`config.mk`:
```
export PLATFORM = sky130hd
export DESIGN_NAME = xport_top
export DESIGN_NICKNAME = d
export VERILOG_FILES = /design/src/rtl/xport_pkg.sv /design/src/rtl/xport_regs.sv /design/src/rtl/xport_phase.sv /design/src/rtl/xport_pinmux.sv /design/src/rtl/xport_top.sv
export SDC_FILE = /design/constraint.sdc
export NUM_CORES = 1
export LEC_CHECK = 0
export BUFFER_PORTS_ARGS = -buffer_cell sky130_fd_sc_hd__buf_2
export CAP_MARGIN = 15
export CORE_MARGIN = 3
export CORE_UTILIZATION = 45
export DETAILED_ROUTE_END_ITERATION = 7
export PLACE_DENSITY = 0.91
export SLEW_MARGIN = 20
export SYNTH_ARGS = -nofsm -noshare
export SYNTH_HDL_FRONTEND = slang
export SYNTH_SLANG_ARGS = --single-unit
```
`constraint.sdc`:
```
create_clock -name clk -period 2.3 [get_ports clk]
set_clock_uncertainty 0.05 [all_clocks]
set_input_delay 0.115 -clock clk [delete_from_list [all_inputs] [get_ports clk]]
set_output_delay 0.115 -clock clk [all_outputs]
set_load 0.01 [all_outputs]
```
`src/rtl/xport_pkg.sv`:
```
package xport_pkg;
    localparam int unsigned PORT_W  = 8;
    localparam int unsigned PHASE_W = 2;

    typedef enum logic {
        XP_ADDR_DATA = 1'b0,
        XP_ADDR_DIR  = 1'b1
    } xp_addr_e;
endpackage

```
`src/rtl/xport_regs.sv`:
```
module xport_regs
    import xport_pkg::*;
#(
    parameter int unsigned W = PORT_W
) (
    input  logic         clk,
    input  logic         rst_n,
    input  logic         wr_i,
    input  logic         rd_i,
    input  logic         addr_i,
    input  logic [W-1:0] wdata_i,
    input  logic [W-1:0] pin_i,
    input  logic         emu_en_i,
    input  logic         exp_mode_i,
    output logic [W-1:0] rdata_o,
    output logic         fwd_o,
    output logic [W-1:0] data_o,
    output logic [W-1:0] dir_o
);
    typedef struct packed {
        logic [W-1:0] data;
        logic [W-1:0] dir;
    } regs_t;

    regs_t st_d, st_q;
    logic  data_hit;
    logic  unmapped;

    always_comb begin
        data_hit = (addr_i == XP_ADDR_DATA);
        unmapped = emu_en_i && exp_mode_i;
        fwd_o    = (wr_i || rd_i) && data_hit && unmapped;

        st_d = st_q;
        if (wr_i) begin
            if (!data_hit) begin
                st_d.dir = wdata_i;
            end else if (!unmapped) begin
                st_d.data = wdata_i;
            end
        end

        if (!data_hit) begin
            rdata_o = st_q.dir;
        end else if (unmapped) begin
            rdata_o = '0;
        end else begin
            rdata_o = (st_q.dir & st_q.data) | (~st_q.dir & pin_i);
        end
    end

    always_ff @(posedge clk or negedge rst_n) begin
        if (!rst_n) begin
            st_q <= '0;
        end else begin
            st_q <= st_d;
        end
    end

    assign data_o = st_q.data;
    assign dir_o  = st_q.dir;

    // a forwarded write must not reach the local data register
    a_r9_fwd_keeps_data: assert property (@(posedge clk) disable iff (!rst_n)
        (wr_i && fwd_o) |=> $stable(st_q.data));
endmodule

```
`src/rtl/xport_phase.sv`:
```
module xport_phase
    import xport_pkg::*;
#(
    parameter int unsigned PW = PHASE_W
) (
    input  logic          clk,
    input  logic          rst_n,
    input  logic          fall_i,
    output logic [PW-1:0] phase_o,
    output logic          rel_o
);
    typedef struct packed {
        logic [PW-1:0] phase;
    } ph_t;

    ph_t st_d, st_q;

    always_comb begin
        st_d = st_q;
        if (fall_i) begin
            st_d.phase = '0;
        end else begin
            st_d.phase = st_q.phase + 1'b1;
        end
    end

    always_ff @(posedge clk or negedge rst_n) begin
        if (!rst_n) begin
            st_q <= '0;
        end else begin
            st_q <= st_d;
        end
    end

    assign phase_o = st_q.phase;
    assign rel_o   = (st_q.phase == '0);

    // a falling-edge pulse restarts the phase count
    a_r7_phase_load: assert property (@(posedge clk) disable iff (!rst_n)
        fall_i |=> (phase_o == '0));
    // between pulses the phase advances modulo four
    a_r7_phase_step: assert property (@(posedge clk) disable iff (!rst_n)
        !fall_i |=> (phase_o == PW'($past(phase_o) + 1'b1)));
endmodule

```
`src/rtl/xport_pinmux.sv`:
```
module xport_pinmux
    import xport_pkg::*;
#(
    parameter int unsigned W = PORT_W,
    localparam int unsigned PG_W = W - 2
) (
    input  logic            emu_en_i,
    input  logic            pull_en_i,
    input  logic            stretch_i,
    input  logic            freerun_i,
    input  logic            rel_i,
    input  logic            emu_sel_i,
    input  logic            ext_sel_i,
    input  logic [PG_W-1:0] page_i,
    input  logic [W-1:0]    data_i,
    input  logic [W-1:0]    dir_i,
    output logic [W-1:0]    pin_o,
    output logic [W-1:0]    oe_o,
    output logic [W-1:0]    pu_o
);
    logic hold_off;

    always_comb begin
        hold_off = rel_i && !(stretch_i && freerun_i);
        if (emu_en_i) begin
            pin_o[W-1]    = hold_off | ~emu_sel_i;
            pin_o[W-2]    = hold_off | ~ext_sel_i;
            pin_o[PG_W-1:0] = page_i;
            oe_o          = '1;
            pu_o          = '0;
        end else begin
            pin_o = data_i;
            oe_o  = dir_i;
            pu_o  = ~dir_i & {W{pull_en_i}};
        end
    end
endmodule

```
`src/rtl/xport_top.sv`:
```
module xport_top
    import xport_pkg::*;
(
    input  logic                  clk,
    input  logic                  rst_n,
    input  logic                  reg_wr_i,
    input  logic                  reg_rd_i,
    input  logic                  reg_addr_i,
    input  logic [PORT_W-1:0]     reg_wdata_i,
    output logic [PORT_W-1:0]     reg_rdata_o,
    output logic                  fwd_o,
    input  logic                  emu_en_i,
    input  logic                  exp_mode_i,
    input  logic                  stretch_i,
    input  logic                  freerun_i,
    input  logic                  pull_en_i,
    input  logic                  eclk_fall_i,
    input  logic                  emu_sel_i,
    input  logic                  ext_sel_i,
    input  logic [PORT_W-3:0]     page_i,
    input  logic [PORT_W-1:0]     pin_i,
    output logic [PORT_W-1:0]     pin_o,
    output logic [PORT_W-1:0]     pin_oe_o,
    output logic [PORT_W-1:0]     pin_pu_o
);
    logic [PORT_W-1:0]  data_w, dir_w;
    logic [PHASE_W-1:0] phase_w;
    logic               rel_w;

    xport_regs #(.W(PORT_W)) u_regs (
        .clk(clk), .rst_n(rst_n),
        .wr_i(reg_wr_i), .rd_i(reg_rd_i), .addr_i(reg_addr_i),
        .wdata_i(reg_wdata_i), .pin_i(pin_i),
        .emu_en_i(emu_en_i), .exp_mode_i(exp_mode_i),
        .rdata_o(reg_rdata_o), .fwd_o(fwd_o),
        .data_o(data_w), .dir_o(dir_w)
    );

    xport_phase #(.PW(PHASE_W)) u_phase (
        .clk(clk), .rst_n(rst_n), .fall_i(eclk_fall_i),
        .phase_o(phase_w), .rel_o(rel_w)
    );

    xport_pinmux #(.W(PORT_W)) u_mux (
        .emu_en_i(emu_en_i), .pull_en_i(pull_en_i),
        .stretch_i(stretch_i), .freerun_i(freerun_i),
        .rel_i(rel_w), .emu_sel_i(emu_sel_i), .ext_sel_i(ext_sel_i),
        .page_i(page_i), .data_i(data_w), .dir_i(dir_w),
        .pin_o(pin_o), .oe_o(pin_oe_o), .pu_o(pin_pu_o)
    );

    // both strobes released in phase 0 unless stretched with free-running clock
    a_r7_release: assert property (@(posedge clk) disable iff (!rst_n)
        (emu_en_i && phase_w == '0 && !(stretch_i && freerun_i))
            |-> (pin_o[PORT_W-1:PORT_W-2] == 2'b11));
    // emulation mode enables every driver
    a_r5_emu_drive: assert property (@(posedge clk) disable iff (!rst_n)
        emu_en_i |-> (pin_oe_o == '1 && pin_pu_o == '0));
    // general-purpose enables follow the stored direction
    a_r1_gpio_oe: assert property (@(posedge clk) disable iff (!rst_n)
        !emu_en_i |-> (pin_oe_o == dir_w));
endmodule

```
## Yosys cells after proc, flatten, opt, wreduce, memory -nomap -nowiden

Cells that the tools add are included.

- Flip-flop bits (word level): 18
- Latch bits: 0
- RAM bits: 0
- ROM bits: 0
- Input port bits: 35
- Output and inout port bits: 33
- Logic and storage cells: 31
- Memories kept: 0

- $add $sub $neg: 1
- Multipliers: 0
- Div/mod/pow operators: 0
- Magnitude comparators: 0
- Equal/unequal tests: 0
- Shifts and indexed selects: 0
- Muxes and demuxes: 6
- Bitwise gates (word level): 11
- Reduce and logical (&&, ||, !) cells: 10

Operators by type and width:

| cell | count |
|---|---|
| $mux W8 | 5 |
| $and A8 B8 Y8 | 3 |
| $not A8 Y8 | 1 |
| $or A8 B8 Y8 | 1 |
| $logic_and A1 B1 Y1 | 5 |
| $not A1 Y1 | 4 |
| $reduce_and A3 Y1 | 1 |
| $add A2 B1 Y2 const B | 1 |
| $logic_not A2 Y1 | 1 |
| $mux W2 | 1 |
| $or A1 B1 Y1 | 2 |
| $reduce_and A2 Y1 | 1 |
| $logic_not A1 Y1 | 1 |
| $logic_or A1 B1 Y1 | 1 |

## Logic depth before layout (Yosys ltp)

Gate-level depths: netlist of the first run.

- Depth in word-level cells: 5
- Gate-level depth with buffers: 5

## Modules after synthesis

Synthesis of the first run repeated with hierarchy kept, for this count alone.

- Cells, all modules: 109
- Area total of the unflattened synthesis: 1093.5 um^2

Modules (own cells, without submodules):

| module | times used | cells each | area an instance (um^2) | seq. area each (um^2) |
|---|---|---|---|---|
| xport_regs | 1 | 73 | 798.3 | 400.4 |
| xport_pinmux | 1 | 29 | 215.2 | 0.0 |
| xport_phase | 1 | 7 | 80.1 | 50.0 |

## Least setup slack after synthesis of the first run

No wires, ideal clock.

- Kind: reg-to-output
- Start point: register u_phase.st_q, in the netlist u_phase.phase_o[0]
- End point: output port pin_o[6]
- Data arrival time: 839 ps
- Data required time: 2135 ps
- Setup slack: 1296 ps
- Stages on the path, launching flop included: 5
- Cell sequence: dfrtp_1 -> inv_1 -> ha_1 -> nand2_1 -> a31oi_1

- Cells in the longest elaborated chain, start to end: 4

Ends and longest elaborated chain:

| what | RTL line | source |
|---|---|---|
| start, declared | xport_phase.sv:16 | `ph_t st_d, st_q;` |
| start signal, assigned | xport_phase.sv:31 | `st_q <= st_d;` |
| $logic_not A2 Y1 | xport_phase.sv:36 | `assign rel_o = (st_q.phase == '0);` |
| $logic_and A1 B1 Y1 | xport_pinmux.sv:24 | `hold_off = rel_i && !(stretch_i && freerun_i);` |
| $or A1 B1 Y1 | xport_pinmux.sv:27 | `pin_o[W-2] = hold_off \| ~ext_sel_i;` |
| $mux W8 | xport_pinmux.sv:25 | `if (emu_en_i) begin` |
| end, declared | xport_top.sv:22 | `output logic [PORT_W-1:0] pin_o,` |

No other way between the ends.

## Worst setup path in the final report of the first run

Ends and elaborated chain as after synthesis.

==> metrics.yaml, run 1 <==
clock_network:
  cts.clk_slew.worst_paths_ns: 0.10
  cts.sinks: 18
  cts_root_buf: "clkbuf_4"
  clk_latency_ns: 0.29
  cts_made_buffers: 3
  cts_max_level: 1
  clockBufferDepth: 2
  cts_setup_buffers: 0
  cts_tree: "yes"
placed_design:
  place_congestion: 0.679
  port_buffers: 67
  postPlaceCellArea_um2: 1420
  dp_hpwl_um: 2140
  placed_cells: 203
power_and_ir_drop:
  intPower_mw: 0.622
  fin_total_pwr_mw: 0.913
  power.density_nw_per_um2: 609
  p_leak_nw: 0.795
  pwr-share-clk_pct: 21.1
  vdd_ir_drop_max_mv: 0.470
  sw_frac_of_total_pct: 31.8
  comb_power_share_pct: 34.2
  seqPwrFrac_pct: 44.6
  p_sw_mw: 0.290
worst_setup_path:
  slowest_stage: "dfrtp_1"
  cp_num_buf_inv: 2
  reg2reg_to: "u_phase.phase_o[1]"
  worstSetupEndpointType: "output port"
  cp.required_ns: 2.13
  max_stage_delay_ns: 0.39
  crit_family: "flip-flops"
  arrival_ns: 1.29
  cp_cell_sequence: "inv_1 > ha_1 > nand2_1 > a31oi_1 > buf_2"
  r2r-start: "u_phase.phase_o[0]"
  path_class: "reg2out"
  crit_path_start_kind: "register"
  worst_r2r_path_depth: 3
  crit_fanout: 2
  reg2reg_setup_slack_ns: 1.31
  cp_num_cells: 5
timing:
  drv_slew: 0
  holdWs_ns: 0.0118
  maxSlewHeadroom_pct: 73.2
  setup_viol: 0
  setup-tns-final_ns: 0
  fmax_ghz: 0.687
  period_share_pct: 63.3
  finalCriticalPeriod_ns: 1.46
  tightestPinTransition_ns: 0.403
  rsz0062_at_grt: "no"
  finalHoldViolations: 0
floorplan:
  die_height_um: 55.0
  die_w_um: 55.0
  initial_core_util_pct: 47.9
  core_um2: 2250
  ios: 68
  design.die.area_um2: 3030
  rows: 17
detailed_routing:
  routedWlPerCell_um: 13.6
  met2_length_um: 1420
  drc: 0
  via_per_inst: 5.13
  wl_um: 2880
  drtIter0Drc: 15
  met3WireLength_um: 255
  top_layer: "met4"
  detail_route.first_pass.iterations: 4
  wirelength_met1_um: 1170
  ant_nets: 0
  vias: 1083
yosys:
  syn_avg_cell_area_um2: 9.57
  yosys_warnings: 0
  ys_seq_area_share_pct: 41.7
  syn_nets: 149
  synth_cell_types: 21
  syn_area_um2: 1080
  yosys_register_bits: 18
  syn_inst: 113
min_path:
  hold_path_class: "in2reg"
  hold_depth: 2
  hold-path-endpoint: "u_regs.data_o[5]"
  hold_start: "reg_wdata_i[5]"
final_layout:
  final_cell_mix: "buf_2 (67), mux2_2 (22), dfrtp_1 (18)"
  synthToLayoutAreaGrowth_pct: 38.5
  diodes: 0
  final_cell_count_no_fill: 211
  drive_gt1_share_pct: 56.8
  final_common_cell: "buf_2"
  fin_area_um2: 1500
  nets: 220
global_routing:
  grt_max_degree: 21
  antenna_found_initial: 0
  grt_pass1_wl_um: 4480
  grt_pass1_vias: 1046
  gr-total-overflow: 0
  grt.total_usage_pct: 20.5
run:
  drv_cap: 0
status:
  status: "finished clean"
metal layers:
layer | global-route usage [%] | vias to the layer above
li1 | - | 519
met1 | 25.0 | 508
met2 | 36.8 | 52
met3 | 2.14 | 4
met4 | 8.10 | 0
met5 | 0 | -
what timing repair did:
action	CTS	global route
endpoints found under the hold margin	23	0
hold buffers	4	0
resized for setup	0	0
setup endpoints to repair	0	0
sequential cells by signal (all words and copies together) (netlist names):
name,count
u_regs.dir_o,8
u_phase.phase_o,2
u_regs.data_o,8
cell type report:
cell class,instances,area [um2]
Fill cell,202,757
Multi-Input combinational cell,80,563
Sequential cell,18,450
Timing Repair Buffer,71,375
Inverter,10,37.5
Clock buffer,4,36.3
Tap cell,28,35.0
per-stage QoR:
stage / util, % / setup WS, ns
floorplan: - / 1.30
global placement: 63.0 / 0.965
detailed placement: 63.0 / 0.943
CTS: 66.4 / 0.835
global route: 66.4 / 0.719
finish: 66.4 / 0.844
worst max-delay path by stage:
stage	startpoint	end	slack (ns)
6_report	u_phase.phase_o[0]	pin_o[6]	0.84
5_1_grt	u_phase.phase_o[0]	pin_o[6]	0.72
4_1_cts	u_phase.phase_o[0]	pin_o[6]	0.84
3_5_place_dp	emu_en_i	reg_rdata_o[1]	0.94
3_3_place_gp	emu_en_i	reg_rdata_o[2]	0.97
2_1_floorplan	u_phase.phase_o[0]	pin_o[6]	1.30
cells in the mapped netlist:
cell | number | share of area (%)
mux2_2 | 22 | 23
dfrtp_1 | 18 | 42
nor2_1 | 13 | 4.5
inv_1 | 10 | 3.5
nand2_1 | 10 | 3.5
or2_2 | 8 | 4.6
a21oi_1 | 7 | 3.2
o22ai_1 | 7 | 4.1
buf_2 | 3 | 1.4
nand3_1 | 3 | 1.4
a31oi_1 | 2 | 1.2
buf_6 | 1 | 1.0
clkbuf_1 | 1 | 0.35
ha_1 | 1 | 1.2
nand2_2 | 1 | 0.58
nand2_4 | 1 | 1.0
nand2b_1 | 1 | 0.58
nand3b_4 | 1 | 1.9
nor2b_1 | 1 | 0.58
nor3_1 | 1 | 0.46
o21ai_0 | 1 | 0.46
cell families (layout without fill, tap and decap cells):
logic type      after synthesis  after routing  synth area share, %
mux                          22             22                 22.9
flops                        18             18                 41.7
compound gates               17             17                 8.91
buf+inv                      15             85                 6.25
fa+ha+maj                     1              1                 1.16
simple gates                 40             40                 19.1
power by group through the flow:
stage / registers (mW) / clock network, mW / logic [mW]
after floorplan: 0.400 / 0 / 0.190
after global placement: 0.407 / 0 / 0.300
after detailed placement: 0.413 / 0 / 0.308
after CTS: 0.406 / 0.203 / 0.314
after global routing: 0.414 / 0.209 / 0.347
final: 0.407 / 0.193 / 0.313
Power figures use the tool's default switching activity.
==> run 2, diff against run 1 <==
--- a/config.mk
+++ b/config.mk
@@ -8,9 +8,9 @@
 export BUFFER_PORTS_ARGS = -buffer_cell sky130_fd_sc_hd__buf_2
 export CAP_MARGIN = 15
 export CORE_MARGIN = 3
-export CORE_UTILIZATION = 45
+export CORE_UTILIZATION = 38
 export DETAILED_ROUTE_END_ITERATION = 7
-export PLACE_DENSITY = 0.91
+export PLACE_DENSITY = 0.82
 export SLEW_MARGIN = 20
 export SYNTH_ARGS = -nofsm -noshare
 export SYNTH_HDL_FRONTEND = slang
==> constraint.sdc (replaced) <==
create_clock -name clk -period 1.2 [get_ports clk]
set_clock_uncertainty 0.05 [all_clocks]
set_input_delay 0.06 -clock clk [delete_from_list [all_inputs] [get_ports clk]]
set_output_delay 0.06 -clock clk [all_outputs]
set_load 0.01 [all_outputs]
==> run 2 against run 1 <==
Compared with the run above:
- final cell count increased by 7.6%
- flip-flop and latch count unchanged
- via count is 15% higher
- the run now ends with setup timing left
- core utilization rose by 3.1 points
- register-to-register slack got worse by 1.1 ns
- setup slack worse by 1.1 ns
- sequential share of layout area is 5.0 points lower
==> metrics.yaml, run 2 (same netlist as run 1, synthesis figures left out) <==
placed_design:
  place_congestion: 0.746
  pre_cts_slack_ns: 0.110
  dp_hpwl_um: 2190
  postPlaceCellArea_um2: 1440
  placed_cells: 207
  port_buffers: 67
status:
  status: "finished with violations"
  violations: "setup timing"
power_and_ir_drop:
  seqPwrFrac_pct: 41.0
  intPower_mw: 1.30
  vdd_ir_drop_max_mv: 0.756
  p_leak_nw: 0.912
  power.density_nw_per_um2: 1080
  pwr-share-clk_pct: 15.1
  p_sw_mw: 0.648
  sw_frac_of_total_pct: 33.3
  comb_power_share_pct: 43.9
clock_network:
  cts_tree: "yes"
  cts_made_buffers: 3
  cts_root_buf: "clkbuf_4"
  cts_max_level: 1
  clk_latency_ns: 0.28
  cts.sinks: 18
  cts.clk_slew.worst_paths_ns: 0.10
  clockBufferDepth: 2
floorplan:
  rows: 18
  initial_core_util_pct: 41.7
  die_height_um: 59.3
  core_um2: 2590
  die_w_um: 59.3
  ios: 68
  design.die.area_um2: 3520
min_path:
  hold_path_class: "in2reg"
  hold-path-endpoint: "u_regs.data_o[5]"
  hold_start: "reg_wr_i"
  hold_depth: 3
global_routing:
  grt_pass1_wl_um: 5290
  grt_util_met2_pct: 34.5
  antenna_found_initial: 0
  grt_pass1_vias: 1149
  gr-usage-met3_pct: 5.01
  grt_max_degree: 19
  gr-total-overflow: 0
  grt.busiest_layer: "met2"
  grt.total_usage_pct: 20.0
  use_met1_pct: 24.0
detailed_routing:
  ant_nets: 0
  routedWlPerCell_um: 16.8
  vias: 1245
  drtIter0Drc: 41
  drc: 0
  via_per_inst: 5.48
  wl_um: 3810
  detail_route.first_pass.iterations: 4
worst_setup_path:
  arrival_ns: 1.32
  crit_path_start_kind: "register"
  path_class: "reg2out"
  max_stage_delay_ns: 0.40
  worst_r2r_path_depth: 3
  reg2reg_setup_slack_ns: 0.23
  crit_fanout: 2
  cp_cell_sequence: "inv_1 > ha_1 > nand2_1 > a31oi_1 > buf_2"
  slowest_stage: "dfrtp_1"
  cp.required_ns: 1.09
  worstSetupEndpointType: "output port"
  crit_family: "flip-flops"
  r2r-start: "u_phase.phase_o[0]"
  reg2reg_to: "u_phase.phase_o[1]"
  cp_num_buf_inv: 2
timing:
  maxSlewHeadroom_pct: 72.4
  tightestPinTransition_ns: 0.414
  fmax_ghz: 0.701
  finalHoldViolations: 0
  setup_slack_ns: -0.227
  setup_viol: 18
  finalCriticalPeriod_ns: 1.43
  setup-tns-final_ns: -1.04
  drv_slew: 0
  period_share_pct: 119
  rsz0062_at_grt: "yes"
final_layout:
  diodes: 0
  drive_gt1_share_pct: 65.0
  final_cell_mix: "buf_2 (51), mux2_2 (20), buf_6 (20)"
  finish.utilization_pct: 69.6
  nets: 235
  final_common_cell: "buf_2"
  nFillCells: 184
  final_cell_count_no_fill: 227
  synthToLayoutAreaGrowth_pct: 66.7
  fin_area_um2: 1800
run:
  drv_cap: 0
==> run 2: cell types whose count changed in the layout (fill, tap and decap cells not counted), moves of 4 or more <==
cell           previous run  this run
buf_6                     0        20
buf_2                    67        51
or2_2                     8         0
or2_4                     0         8
dlygate4sd3_1             4        10
buf_4                     0         5
inv_1                    10         5
inv_2                     0         5
nor2_1                   13         9
==> run 2: how the worst max path moves through the flow <==
stage | from | end | slack, ns | cells past startpoint
floorplan | u_phase.phase_o[0] | pin_o[6] | 0.25 | 4
global route | u_phase.phase_o[0] | pin_o[6] | -0.27 | 5
detailed placement | emu_en_i | reg_rdata_o[0] | 0.11 | 5
finish | u_phase.phase_o[0] | pin_o[7] | -0.23 | 5
CTS | u_phase.phase_o[0] | pin_o[6] | -0.15 | 5
global placement | emu_en_i | reg_rdata_o[3] | 0.16 | 5
==> run 2: per-stage QoR <==
stage	total power, mW	hold slack [ns]
after floorplan	1.13	-0.286
after global placement	1.38	-0.0463
after detailed placement	1.38	-0.0406
after CTS	1.81	0.181
after global routing	2.04	0.188
final	1.95	0.191
==> run 2: routing by layer <==
metal	vias up	wire length (um)
met4	0	128
met5	-	0
met1	581	1400
met2	91	1860
met3	22	429
li1	551	-
==> run 2: cell type report <==
cell class                 count  area (um2)  area share [%]
tap                           30        37.5            2.08
clock buffer                   3        22.5            1.25
inverter                      10        37.5            2.08
multi-input combinational     80         634            35.2
timing repair buffer          86         618            34.3
sequential                    18         452            25.1
==> run 2: tightest hold or removal path: cells and delay by family <==
| family | cells | cell delay, ns |
|---|---|---|
| buffers and inverters | 1 | 0.13 |
| multiplexers | 1 | 0.16 |
| AND/OR/NAND/NOR | 1 | 0.14 |
==> run 2: power by group through the flow <==
stage	registers [mW]	clock network [mW]	logic, mW
3_3_place_gp	0.790	0	0.587
4_1_cts	0.780	0.294	0.732
6_report	0.797	0.294	0.854
5_1_grt	0.811	0.321	0.912
3_5_place_dp	0.790	0	0.593
2_1_floorplan	0.767	0	0.364
==> run 2: timing repair <==
item | CTS | global route
resized for setup | 21 | 28
hold endpoints to repair | 36 | 0
setup buffers | 4 | 3
hold buffers | 10 | 0
setup endpoints to repair | 21 | 27
pin swaps | 5 | 14
